<file path="src/rtl/radio_pin_pkg.sv">
package radio_pin_pkg;

    localparam int ADDR_W = 4;
    localparam int SIDES  = 2;
    localparam int SIDE_TX = 0;
    localparam int SIDE_RX = 1;

    // register map
    localparam logic [ADDR_W-1:0] A_SW_DATA = 4'd0;
    localparam logic [ADDR_W-1:0] A_DIR     = 4'd1;
    localparam logic [ADDR_W-1:0] A_SEL_TX  = 4'd2;
    localparam logic [ADDR_W-1:0] A_SEL_RX  = 4'd3;
    // pattern banks decoded from address bits [3:2]
    localparam logic [1:0] PAT_BANK_TX = 2'd1;
    localparam logic [1:0] PAT_BANK_RX = 2'd2;

    typedef enum logic [1:0] {
        SRC_SW   = 2'd0,
        SRC_AUTO = 2'd1,
        SRC_DBG0 = 2'd2,
        SRC_DBG1 = 2'd3
    } pin_src_e;

    typedef enum logic [1:0] {
        ST_IDLE    = 2'd0,
        ST_TX_ONLY = 2'd1,
        ST_RX_ONLY = 2'd2,
        ST_DUPLEX  = 2'd3
    } radio_state_e;

    function automatic radio_state_e state_of(input logic tx, input logic rx);
        return radio_state_e'({rx, tx});
    endfunction

endpackage

</file>
<file path="src/rtl/radio_pin_cfg.sv">
module radio_pin_cfg
    import radio_pin_pkg::*;
#(
    parameter  int NS = 16,
    localparam int NP = 2 * NS
) (
    input  logic                            clk,
    input  logic                            rst_n,
    input  logic                            wr_en,
    input  logic [ADDR_W-1:0]               wr_addr,
    input  logic [NP-1:0]                   wr_data,
    output logic [NP-1:0]                   sw_o,
    output logic [NP-1:0]                   dir_o,
    output logic [SIDES-1:0][NP-1:0]        sel_o,
    output logic [SIDES-1:0][3:0][NS-1:0]   pat_o
);

    typedef struct packed {
        logic [NP-1:0]                 sw;
        logic [NP-1:0]                 dir;
        logic [SIDES-1:0][NP-1:0]      sel;
        logic [SIDES-1:0][3:0][NS-1:0] pat;
    } cfg_t;

    cfg_t cfg_d, cfg_q;

    always_comb begin
        cfg_d = cfg_q;
        if (wr_en) begin
            if (wr_addr == A_SW_DATA) begin
                cfg_d.sw = wr_data;
            end else if (wr_addr == A_DIR) begin
                cfg_d.dir = wr_data;
            end else if (wr_addr == A_SEL_TX) begin
                cfg_d.sel[SIDE_TX] = wr_data;
            end else if (wr_addr == A_SEL_RX) begin
                cfg_d.sel[SIDE_RX] = wr_data;
            end else if (wr_addr[ADDR_W-1:2] == PAT_BANK_TX) begin
                cfg_d.pat[SIDE_TX][wr_addr[1:0]] = wr_data[NS-1:0];
            end else if (wr_addr[ADDR_W-1:2] == PAT_BANK_RX) begin
                cfg_d.pat[SIDE_RX][wr_addr[1:0]] = wr_data[NS-1:0];
            end
        end
    end

    always_ff @(posedge clk or negedge rst_n) begin
        if (!rst_n) cfg_q <= '0;
        else        cfg_q <= cfg_d;
    end

    assign sw_o  = cfg_q.sw;
    assign dir_o = cfg_q.dir;
    assign sel_o = cfg_q.sel;
    assign pat_o = cfg_q.pat;

endmodule

</file>
<file path="src/rtl/radio_pin_auto.sv">
module radio_pin_auto
    import radio_pin_pkg::*;
#(
    parameter int NS = 16
) (
    input  logic                 clk,
    input  logic                 rst_n,
    input  logic [3:0][NS-1:0]   pat_i,
    input  logic                 tx_active,
    input  logic                 rx_active,
    output logic [NS-1:0]        auto_o
);

    typedef struct packed {
        logic [NS-1:0] drive;
    } auto_t;

    auto_t a_d, a_q;
    radio_state_e st;

    always_comb begin
        st = state_of(tx_active, rx_active);
        a_d = a_q;
        unique case (st)
            ST_IDLE:    a_d.drive = pat_i[ST_IDLE];
            ST_TX_ONLY: a_d.drive = pat_i[ST_TX_ONLY];
            ST_RX_ONLY: a_d.drive = pat_i[ST_RX_ONLY];
            ST_DUPLEX:  a_d.drive = pat_i[ST_DUPLEX];
            default:    a_d.drive = '0;
        endcase
    end

    always_ff @(posedge clk or negedge rst_n) begin
        if (!rst_n) a_q <= '0;
        else        a_q <= a_d;
    end

    assign auto_o = a_q.drive;

endmodule

</file>
<file path="src/rtl/radio_pin_mux.sv">
module radio_pin_mux
    import radio_pin_pkg::*;
#(
    parameter  int NS = 16,
    localparam int NP = 2 * NS
) (
    input  logic [NP-1:0]              sw_i,
    input  logic [NP-1:0]              dir_i,
    input  logic [SIDES-1:0][NP-1:0]   sel_i,
    input  logic [SIDES-1:0][NS-1:0]   auto_i,
    input  logic [NP-1:0]              dbg0_i,
    input  logic [NP-1:0]              dbg1_i,
    output logic [NP-1:0]              pad_out_o,
    output logic [NP-1:0]              pad_oe_o
);

    for (genvar p = 0; p < NP; p++) begin : g_pin
        localparam int S = p / NS;
        localparam int J = p % NS;
        pin_src_e src;
        logic     drv;

        always_comb begin
            src = pin_src_e'(sel_i[S][2*J +: 2]);
            unique case (src)
                SRC_SW:   drv = sw_i[p];
                SRC_AUTO: drv = auto_i[S][J];
                SRC_DBG0: drv = dbg0_i[p];
                SRC_DBG1: drv = dbg1_i[p];
                default:  drv = 1'b0;
            endcase
        end

        assign pad_out_o[p] = dir_i[p] & drv;
        assign pad_oe_o[p]  = dir_i[p];
    end

endmodule

</file>
<file path="src/rtl/radio_pin_ctrl.sv">
module radio_pin_ctrl
    import radio_pin_pkg::*;
#(
    parameter  int NS = 16,
    localparam int NP = 2 * NS
) (
    input  logic              clk,
    input  logic              rst_n,
    input  logic              wr_en,
    input  logic [ADDR_W-1:0] wr_addr,
    input  logic [NP-1:0]     wr_data,
    input  logic              tx_active,
    input  logic              rx_active,
    input  logic [NP-1:0]     dbg0,
    input  logic [NP-1:0]     dbg1,
    input  logic [NP-1:0]     pad_in,
    output logic [NP-1:0]     pad_out,
    output logic [NP-1:0]     pad_oe,
    output logic [NP-1:0]     rd_pins
);

    logic [NP-1:0]                 sw_w;
    logic [NP-1:0]                 dir_w;
    logic [SIDES-1:0][NP-1:0]      sel_w;
    logic [SIDES-1:0][3:0][NS-1:0] pat_w;
    logic [SIDES-1:0][NS-1:0]      auto_w;

    radio_pin_cfg #(.NS(NS)) u_cfg (
        .clk     (clk),
        .rst_n   (rst_n),
        .wr_en   (wr_en),
        .wr_addr (wr_addr),
        .wr_data (wr_data),
        .sw_o    (sw_w),
        .dir_o   (dir_w),
        .sel_o   (sel_w),
        .pat_o   (pat_w)
    );

    for (genvar s = 0; s < SIDES; s++) begin : g_side
        radio_pin_auto #(.NS(NS)) u_auto (
            .clk       (clk),
            .rst_n     (rst_n),
            .pat_i     (pat_w[s]),
            .tx_active (tx_active),
            .rx_active (rx_active),
            .auto_o    (auto_w[s])
        );
    end

    radio_pin_mux #(.NS(NS)) u_mux (
        .sw_i      (sw_w),
        .dir_i     (dir_w),
        .sel_i     (sel_w),
        .auto_i    (auto_w),
        .dbg0_i    (dbg0),
        .dbg1_i    (dbg1),
        .pad_out_o (pad_out),
        .pad_oe_o  (pad_oe)
    );

    // input sampling
    typedef struct packed {
        logic [NP-1:0] pins;
    } samp_t;

    samp_t smp_d, smp_q;

    always_comb begin
        smp_d      = smp_q;
        smp_d.pins = pad_in;
    end

    always_ff @(posedge clk or negedge rst_n) begin
        if (!rst_n) smp_q <= '0;
        else        smp_q <= smp_d;
    end

    assign rd_pins = smp_q.pins;

endmodule

</file>
<file path="config.mk">
export PLATFORM = sky130hd
export DESIGN_NAME = radio_pin_ctrl
export DESIGN_NICKNAME = d
export VERILOG_FILES = /design/src/rtl/radio_pin_pkg.sv /design/src/rtl/radio_pin_cfg.sv /design/src/rtl/radio_pin_auto.sv /design/src/rtl/radio_pin_mux.sv /design/src/rtl/radio_pin_ctrl.sv
export SDC_FILE = /design/constraint.sdc
export NUM_CORES = 1
export LEC_CHECK = 0
export ABC_AREA = 1
export CORE_UTILIZATION = 46
export DETAILED_ROUTE_END_ITERATION = 8
export GPL_TIMING_DRIVEN = 0
export PLACE_DENSITY = 0.71
export SYNTH_ARGS = -nofsm -noshare
export SYNTH_HDL_FRONTEND = slang
export SYNTH_SLANG_ARGS = --single-unit
</file>
<file path="constraint.sdc">
create_clock -name clk -period 1.6 [get_ports clk]
set_input_delay 0.32 -clock clk [delete_from_list [all_inputs] [get_ports clk]]
set_output_delay 0.32 -clock clk [all_outputs]
set_load 0.01 [all_outputs]
</file>
## Yosys cells after proc, flatten, opt, wreduce, memory -nomap -nowiden

Index checks and enable logic that the tools add are counted.

- Eq/ne operators: 104
- $lt $le $gt $ge: 2
- Bitwise logic cells: 37
- Multiplexer cells: 38
- Reductions and logical operators: 41

Operators with widths:

| cell | count |
|---|---|
| == test 2 bit, second input constant | 67 |
| bitwise mux 64 bit | 2 |
| case mux 1 bit (4 select lines) | 32 |
| case mux 16 bit (4 select lines) | 2 |
| == test 2 x 1 -> 1 bit, second input constant | 34 |
| zero test 2 bit | 33 |
| bitwise AND 1 bit | 32 |
| demux 16 bit (select 2 bit) | 1 |
| two-way mux 16 bit | 1 |
| == test 4 x 2 -> 1 bit, second input constant | 2 |
| AND reduction 7 bit | 1 |
| AND reduction 6 bit | 1 |
| inverter 1 bit | 5 |
| AND reduction 5 bit | 1 |
| == test 4 x 1 -> 1 bit, second input constant | 1 |
| zero test 4 bit | 1 |
| AND reduction 4 bit | 1 |
| < comparator 2 x 3 -> 1 bit, second input constant | 1 |
| AND reduction 3 bit | 1 |
| greater-or-equal comparator 2 x 1 -> 1 bit, second input constant | 1 |
| AND reduction 2 bit | 1 |
| logical AND 1 bit | 1 |

- Output and inout bits: 96
- Register bits after elaboration: 320
- Input bits: 137

## Longest topological paths before layout

Gate-level depths: netlist (run 1).

- Depth in word-level cells: 5
- Gate-level depth with buffers: 7

## Hierarchy

Synthesis (run 1) repeated with hierarchy kept, for this count alone.

- Cell total of the unflattened synthesis: 1804
- Area, all modules: 14443.9 um^2

Modules (own cells, without submodules):

| module | cells an instance | seq. area each (um^2) | times used | area each (um^2) |
|---|---|---|---|---|
| radio_pin_cfg | 1136 | 6406.1 | 1 | 9977.1 |
| radio_pin_auto | 110 | 400.4 | 2 | 932.1 |
| radio_pin_mux | 416 | 0.0 | 1 | 1801.7 |
| radio_pin_ctrl | 32 | 800.8 | 1 | 800.8 |

## Worst setup path before layout (run 1)

OpenSTA, ideal clock, no wires.

- Path type: input -> register
- Start point: input wr_en
- End point: register u_cfg.cfg_q (netlist bit u_cfg.pat_o[53])
- Path buffers: 2
- Stages on the path: 6
- Setup time: 66 ps
- Path slack: 276 ps
- Required time: 1534 ps
- Arrival: 1259 ps
- Cells stage by stage: buf_2 > nand3_1 > nor2_1 > buf_4 > nand2_1 > nand2_1

- Cells in the longest elaborated chain, start to end: 1

RTL lines:

| what | line | text |
|---|---|---|
| start: declaration | radio_pin_ctrl.sv:9 | `input logic wr_en,` |
| AND reduction 6 bit (no source line) | -- |  |
| end signal: assignment | radio_pin_cfg.sv:48 | `else cfg_q <= cfg_d;` |
| end: declaration | radio_pin_cfg.sv:25 | `cfg_t cfg_d, cfg_q;` |

No other way between the ends.
A chain may end at the register's enable or synchronous reset.

## Worst setup path in the final report (run 1)

- Start point: register u_cfg.cfg_q (netlist bit u_cfg.sel_o[34])
- End point: output pad_out[17]

- Cells in the longest elaborated chain, start to end: 3
- Elaborated cells between the ends (all ways): 6
- Classes of those cells: 3 x eq/ne; 1 x mux; 1 x bitwise; 1 x reduce/logical

RTL lines:

| what | line | text |
|---|---|---|
| == test 2 bit (tied with other cells) | radio_pin_mux.sv:25 | `unique case (src)` |
| case mux 1 bit (4 select lines) * | radio_pin_mux.sv:25 |  |
| bitwise AND 1 bit * | radio_pin_mux.sv:34 | `assign pad_out_o[p] = dir_i[p] & drv;` |
| end: declaration | radio_pin_ctrl.sv:17 | `output logic [NP-1:0] pad_out,` |

Mark *: on every way between the ends. The rest lies on a longest branch, timed or not.

==> results of run 1 <==
[how the worst max path moves through the flow]
stage / slack [ps] / cells past startpoint / start / endpoint
finish: -190 / 6 / u_cfg.sel_o[34] / pad_out[17]
global route: -270 / 5 / u_cfg.sel_o[4] / pad_out[2]
floorplan: 280 / 6 / wr_en / u_cfg.pat_o[53]
CTS: -220 / 6 / u_cfg.sel_o[34] / pad_out[17]
global placement: -13670 / 1 / rst_n / rd_pins[29]
detailed placement: -870 / 7 / wr_addr[0] / u_cfg.dir_o[30]
[report_power, final]
part	switching, uW	leakage [uW]	internal [uW]
sequential	1140	0.00404	9620
combinational	2470	0.00470	1860
clock	3190	0.000506	4370
total	6790	0.00925	15900
[timing repair]
action,CTS,global route
buffers inserted,15,16
endpoints found under the hold margin,80,0
pin swaps,7,15
resized for setup,248,71
setup endpoints to repair,293,318
hold buffers,1,0
[synth_stat cells (all sizes together)]
master  count
o21ai      32
nor2       51
nand2     841
a21oi      32
clkbuf     64
inv        72
nand4      32
buf        30
dfrtp     320
clkinv      1
nand3     232
[per-stage QoR]
stage / power, uW / util
after floorplan: 12740 / -
after global placement: 14860 / 0.5691
after detailed placement: 15000 / 0.5712
after CTS: 22390 / 0.6084
after global routing: 23720 / 0.6168
final: 22650 / 0.6169
[registers in the layout, indices dropped and copies added (netlist names)]
signal	cells
u_cfg.sw_o	32
g_side.u_auto.auto_o	32
u_cfg.dir_o	32
rd_pins	32
u_cfg.pat_o	128
u_cfg.sel_o	64
[area by class of cell]
cell class	count	share of cell area
inverters	73	0.01538
plain buffers	94	0.02419
well taps	384	0.02685
clock inverters	8	0.004125
diodes	1	0.0001398
clock buffers	49	0.05411
flip-flops and latches	320	0.4475
repair buffers	264	0.1332
multi-input cells	1220	0.2945
[per-layer routing]
layer | wire length (um) | track usage
met3 | 4299 | 0.05896
met1 | 18280 | 0.3984
met5 | 0 | 0
met2 | 20520 | 0.4583
met4 | 1724 | 0.1141
[cells by family (layout without fill, tap and decap cells)]
family / count (synthesis) / count (layout) / synth area share
AO/OA/AOI/OAI: 64 / 64 / 0.02333
buffers and inverters: 167 / 488 / 0.04821
flip-flops: 320 / 320 / 0.5832
other: 0 / 1 / 0
AND/OR/NAND/NOR: 1156 / 1156 / 0.3452
[worst max-delay path: stages (launching register included)]
cell and delay, ps:
sky130_fd_sc_hd__dfrtp_1 410, sky130_fd_sc_hd__inv_1 90, sky130_fd_sc_hd__nand2_1 50, sky130_fd_sc_hd__nand3_1 60, sky130_fd_sc_hd__nand2_1 60, sky130_fd_sc_hd__nor2_2 140, sky130_fd_sc_hd__buf_2 160
==> Flow_metrics.wiki, run 1 <==
{| class="wikitable"
! Metric !! Value
|-
| Detailed-route wire length || about 45 mm
|-
| Starting density of the core || 0.4732
|-
| Final net count || 2145
|-
| Synth area leaders || sky130_fd_sc_hd__dfrtp_1 (58%), sky130_fd_sc_hd__nand2_1 (23%), sky130_fd_sc_hd__nand3_1 (8.4%)
|-
| Initial DRT Pass Iterations || 7
|-
| Post-place setup slack || -871.2 ps
|-
| DP Cell Count || ~2300
|-
| Remaining max-slew budget at the tightest pin || 0.3880
|-
| Multi-input gate area || 5270 um2
|-
| Detailed placement HPWL || 30.78 mm
|-
| Required @ worst endpoint || 1280 ps
|-
| CTS tree || done
|-
| Number of distinct library cells after synthesis || 15
|-
| Remaining number of nets flagged by the antenna check after routing || 0
|-
| Yosys reg bits || 320
|-
| CORE AREA || 29010 um2
|-
| Setup Total Neg Slack || -3917 ps
|-
| Post-synth net total || 1844
|-
| Clock tree skew after final layout || a little under 9 ps
|-
| Cell Area, Synth || 13730 um2
|-
| Transition time of the tightest slew-check pin || around 920 ps
|-
| Hold depth || 1
|-
| Area share of the largest cell type after synthesis || 0.5832
|-
| Detailed-route via count || 12989
|-
| Clk slew on worst S/H paths || 60 ps
|-
| Maximum number of pins on one net before global-route repair || between 100 and 150
|-
| Placer's final routability congestion estimate || 0.9138
|-
| Chip height || 174.8 um
|-
| I/O pin count || 233
|-
| Pwr/cell area || about 1300 nW/um2
|-
| Origin of the worst min-delay path || pad_in[5]
|-
| Die Span X || 174.8 um
|-
| Maximum clock path buffer count || 3
|-
| Critical path class || flop to primary output
|-
| Sequential element share of the synthesized area || 0.5832
|-
| Final Critical Period || 1795 ps
|-
| R2R Setup Slk || 700 ps
|-
| Global-route wire length before repair || slightly below 70 mm
|-
| Number of buffers added by the clock tree synthesis step || 35
|-
| Worst Setup Start Kind || flop
|-
| Endpoint, Worst Hold || rd_pins[5]
|-
| H-tree lvl count || 2
|-
| Violated checks || negative setup slack
|-
| Count of final max-slew check failures || 0
|-
| Area added between synthesis and finish || 30.36%
|-
| Peak ir drop on the vdd network || 0.6988 mV
|-
| Final hold slack || 246.1 ps
|-
| Count of final setup violators || 32
|-
| Number of DRC markers after the initial detailed-route iteration || around 1500
|-
| Leading cell type in the layout, fill and taps excluded || sky130_fd_sc_hd__nand2_1
|-
| Area of all sequential standard cells || approximately 8000 um2
|-
| Count of cells along the worst register-to-register path || 2
|-
| Antenna violations before repair || 1
|-
| Routed via count divided by cell count || 5.383
|-
| Synthesis Warnings || 0
|-
| Post-synthesis cell type with the largest combined area || sky130_fd_sc_hd__dfrtp_1
|-
| Area of all placed cells without fillers || approximately 18000 um2
|-
| Clock sink count || 320
|-
| Hold violation count in the final report || 0
|-
| Die area || 30540 um2
|-
| Total placed instance area || 16570 um2
|-
| Max_cap viols || 0
|-
| Mean instance size in the synthesized netlist || just over 8 um2
|-
| WP data arrival || 1470 ps
|-
| Number of buffers inserted by port buffering || 230
|-
| Placement row count || 62
|-
| Type of the worst min-delay path || input port to flop
|-
| Timing-limited maximum frequency || 557.2 MHz
|-
| Type of element capturing the critical path || primary output
|-
| Biggest fanout along the worst timing path || 4
|-
| Cells after synthesis || 1707
|-
| RR Startpoint || u_cfg.pat_o[25]
|-
| Critical R2R Capture || g_side[0].u_auto.auto_o[9]
|-
| Total DRC errors in the routed layout || 0
|-
| Total global-route track usage || 0.2917
|-
| Unrepaired setup endpoints after global routing || true
|-
| Layout cell share with drive strength beyond 1 || 0.1218
|-
| Vias in the first global route || 12309
|-
| Leading cell types in the layout, fill and taps excluded || sky130_fd_sc_hd__nand2_1 (830), sky130_fd_sc_hd__dfrtp_1 (319), sky130_fd_sc_hd__nand3_1 (217)
|-
| Clock insertion delay at the later pin of the skew report || 510 ps
|-
| Final setup slack of the worst path || -194.5 ps
|-
| Outcome || finished, violations left
|-
| Number of cells in the finished layout apart from fillers || 2413
|-
| Number of filler cells placed in the layout || 2600
|-
| Clock Root Buffer || sky130_fd_sc_hd__clkbuf_16
|-
| Final cycle utilization of the critical path || 1.122
|-
| Pleak || around 0.0092 uW
|-
| Wire per inst || 18.58 um
|-
| Leftover overflow at the end of global routing || 0
|}
No activity file was read; power rests on OpenSTA's default activity.
==> run 2, diff against run 1 <==
DONT_BUFFER_PORTS = 1   (was not set)
PLACE_DENSITY = 0.61   (was 0.71)
==> run 2 against run 1 <==
  * The run ends with negative hold slack, negative setup slack left
  * Critical path depth shrank 1
  * Die area did not move
  * Register-to-register slack worse by 30 ps
  * Critical path type unchanged
  * Largest cell class unchanged
==> Flow_metrics.wiki, run 2 (synthesis gave the netlist of run 1 again) <==
{| class="wikitable"
! Metric !! Value
|-
| Outcome || finished, violations left (unchanged)
|-
| Violated checks || negative hold slack, negative setup slack (was negative setup slack)
|-
| Wire per inst || 19.94 um (was 18.58 um)
|-
| Maximum clock path buffer count || 3 (unchanged)
|-
| Final net count || 1970 (was 2145)
|-
| Routed via count divided by cell count || 5.488 (was 5.383)
|-
| Total placed instance area || 14210 um2 (was 16570 um2)
|-
| Number of buffers inserted by port buffering || 0 (was 230)
|-
| Number of cells in the finished layout apart from fillers || 2239 (was 2413)
|-
| Final setup slack of the worst path || -115.6 ps (was -194.5 ps)
|-
| CORE AREA || 29010 um2 (unchanged)
|-
| H-tree lvl count || 2 (unchanged)
|-
| Number of buffers added by the clock tree synthesis step || 36 (was 35)
|-
| Largest register FFs || 128 (unchanged)
|-
| Max_cap viols || 0 (unchanged)
|-
| Leading cell type in the layout, fill and taps excluded || sky130_fd_sc_hd__nand2_1 (unchanged)
|-
| Peak ir drop on the vdd network || 0.8326 mV (was 0.6988 mV)
|-
| Clock tree skew after final layout || 22.11 ps (was 8.933 ps)
|-
| WP data arrival || 1400 ps (was 1470 ps)
|-
| RR Startpoint || u_cfg.pat_o[24] (was u_cfg.pat_o[25])
|-
| Type of element capturing the critical path || primary output (unchanged)
|-
| Required @ worst endpoint || 1280 ps (about the same)
|-
| Count of final max-slew check failures || 0 (unchanged)
|-
| Global-route wire length before repair || 68.59 mm (was 68.21 mm)
|-
| Total Power Consumption || 22600 uW (was 22650 uW)
|-
| Crit-path cells || inv_2, nand2_2, nand3_2, nand2_2, nor2_4 (was inv_1, nand2_1, nand3_1, nand2_1, nor2_2, buf_2)
|-
| Leading cell types in the layout, fill and taps excluded || sky130_fd_sc_hd__nand2_1 (810), sky130_fd_sc_hd__dfrtp_1 (315), sky130_fd_sc_hd__nand3_1 (215) (was sky130_fd_sc_hd__nand2_1 (830), sky130_fd_sc_hd__dfrtp_1 (319), sky130_fd_sc_hd__nand3_1 (217))
|-
| Biggest fanout along the worst timing path || 4 (unchanged)
|-
| Starting density of the core || 0.4732 (unchanged)
|-
| Clk slew on worst S/H paths || 60 ps (about the same)
|-
| Remaining number of nets flagged by the antenna check after routing || 0 (unchanged)
|-
| Count of final setup violators || 32 (unchanged)
|-
| Timing-limited maximum frequency || 582.9 MHz (was 557.2 MHz)
|-
| Detailed-route via count || 12287 (was 12989)
|-
| Die Span X || 174.8 um (unchanged)
|-
| Number of DRC markers after the initial detailed-route iteration || 1322 (was 1514)
|-
| CP dominant cell by count || sky130_fd_sc_hd__nand2_2 (was sky130_fd_sc_hd__nand2_1)
|-
| Total global-route track usage || 0.2942 (was 0.2917)
|-
| Total DRC errors in the routed layout || 0 (unchanged)
|-
| Layout Utilization || 0.5708 (was 0.6169)
|-
| Final cycle utilization of the critical path || 1.072 (was 1.122)
|-
| Vias in the first global route || 11789 (was 12309)
|-
| Area added between synthesis and finish || 20.62% (was 30.36%)
|-
| Area of all placed cells without fillers || 16560 um2 (was 17900 um2)
|-
| Area of all sequential standard cells || 8014 um2 (was 8009 um2)
|-
| Unrepaired setup endpoints after global routing || true (unchanged)
|-
| Die area || 30540 um2 (unchanged)
|-
| Critical path class || flop to primary output (unchanged)
|-
| I/O pin count || 233 (unchanged)
|-
| Transition time of the tightest slew-check pin || 1011 ps (was 918.1 ps)
|-
| Type of the worst min-delay path || input port to async pin (was input port to flop)
|-
| Crit path max-delay cell type || sky130_fd_sc_hd__dfrtp_1 (unchanged)
|-
| DP Cell Count || 2091 (was 2323)
|-
| Number of filler cells placed in the layout || 2627 (was 2600)
|-
| Crit. Startpoint || u_cfg.sel_o[34] (unchanged)
|-
| Detailed-route wire length || 44.65 mm (was 44.82 mm)
|-
| Multi-input gate area || 5461 um2 (was 5270 um2)
|-
| CTS tree || done (unchanged)
|-
| Clock insertion delay at the later pin of the skew report || 520 ps (was 510 ps)
|-
| Placer's final routability congestion estimate || 0.9005 (was 0.9138)
|-
| Final Critical Period || 1716 ps (was 1795 ps)
|-
| Hold violation count in the final report || 321 (was 0)
|-
| Antenna violations before repair || 2 (was 1)
|-
| Pleak || 0.008349 uW (was 0.009245 uW)
|-
| Chip height || 174.8 um (unchanged)
|-
| Remaining max-slew budget at the tightest pin || 0.3261 (was 0.3880)
|-
| Maximum number of pins on one net before global-route repair || 321 (was 122)
|-
| Hold_buf cts || 64 (was 1)
|-
| Clock Root Buffer || sky130_fd_sc_hd__clkbuf_16 (unchanged)
|-
| Initial DRT Pass Iterations || 5 (was 7)
|-
| Placement row count || 62 (unchanged)
|-
| Worst stage delay on the critical path || 420 ps (was 410 ps)
|-
| Detailed placement HPWL || 29.56 mm (was 30.78 mm)
|-
| Clock sink count || 320 (unchanged)
|-
| Leftover overflow at the end of global routing || 0 (unchanged)
|-
| Sum of buffers and inverters on the critical path || 1 (was 2)
|-
| CP top delay family || flip-flops (unchanged)
|-
| Layout cell share with drive strength beyond 1 || 0.1284 (was 0.1218)
|-
| Worst Setup Start Kind || flop (unchanged)
|-
| Pwr/cell area || 1365 nW/um2 (was 1265 nW/um2)
|-
| Final hold slack || -501.1 ps (was 246.1 ps)
|}
## run 2: cell type report
cell class                 instances  area share
sequential                       320      0.4839
buffer                            94     0.02342
inverter                          73     0.01655
multi-input combinational       1220      0.3298
clock inverter                     6    0.005062
clock buffer                      53     0.06256
tap                              384     0.02901
antenna                            1   0.0001511
timing repair buffer              88     0.04956
## run 2: what timing repair did
item | in CTS | in global routing
setup buffers | 6 | 18
endpoints found under the setup margin | 32 | 45
resized for setup | 58 | 91
pin swaps | 4 | 22
endpoints found under the hold margin | 446 | 320
## run 2: worst paths after layout
check / end / slack, ps / cells after the start
worst min-delay path: u_cfg.sel_o[52] / -500 / 0
worst min register to register: u_cfg.pat_o[126] / 470 / 2
max in group asynchronous: u_cfg.sel_o[32] / 1480 / 0
min in group clk: u_cfg.sel_o[52] / 0 / 2
worst max-delay path: pad_out[17] / -120 / 5
worst max register to register: g_side[0].u_auto.auto_o[8] / 670 / 2
## run 2: metrics by stage
stage	hold slack (ps)	TNS [ps]	setup slack (ps)
detailed placement	32.73	-37790	-444.0
finish	-501.1	-1948	-115.6
global route	-514.7	-3695	-170.0
global placement	30.11	-34370	-412.3
floorplan	24.41	0	275.7
CTS	-511.8	-2140	-114.3
## run 2: power by group
part | total, uW | internal, uW | switching, uW
Combinational | 3610 | 1440 | 2160
Clock | 8060 | 4780 | 3270
Sequential | 10900 | 9630 | 1310
## run 2: metal layers
metal	up-vias	wire length, um	track usage
li1	5644	-	-
met1	5974	18910	0.4163
met2	578	20110	0.4521
met3	91	4297	0.06288
met4	0	1328	0.09420
met5	-	0	0
==> run 3, diff against run 2 <==
ABC_CLOCK_PERIOD_IN_PS = 1600   (was not set)
==> results of run 3 <==
Final layout, timing and power as in run 2 (identical DEF).
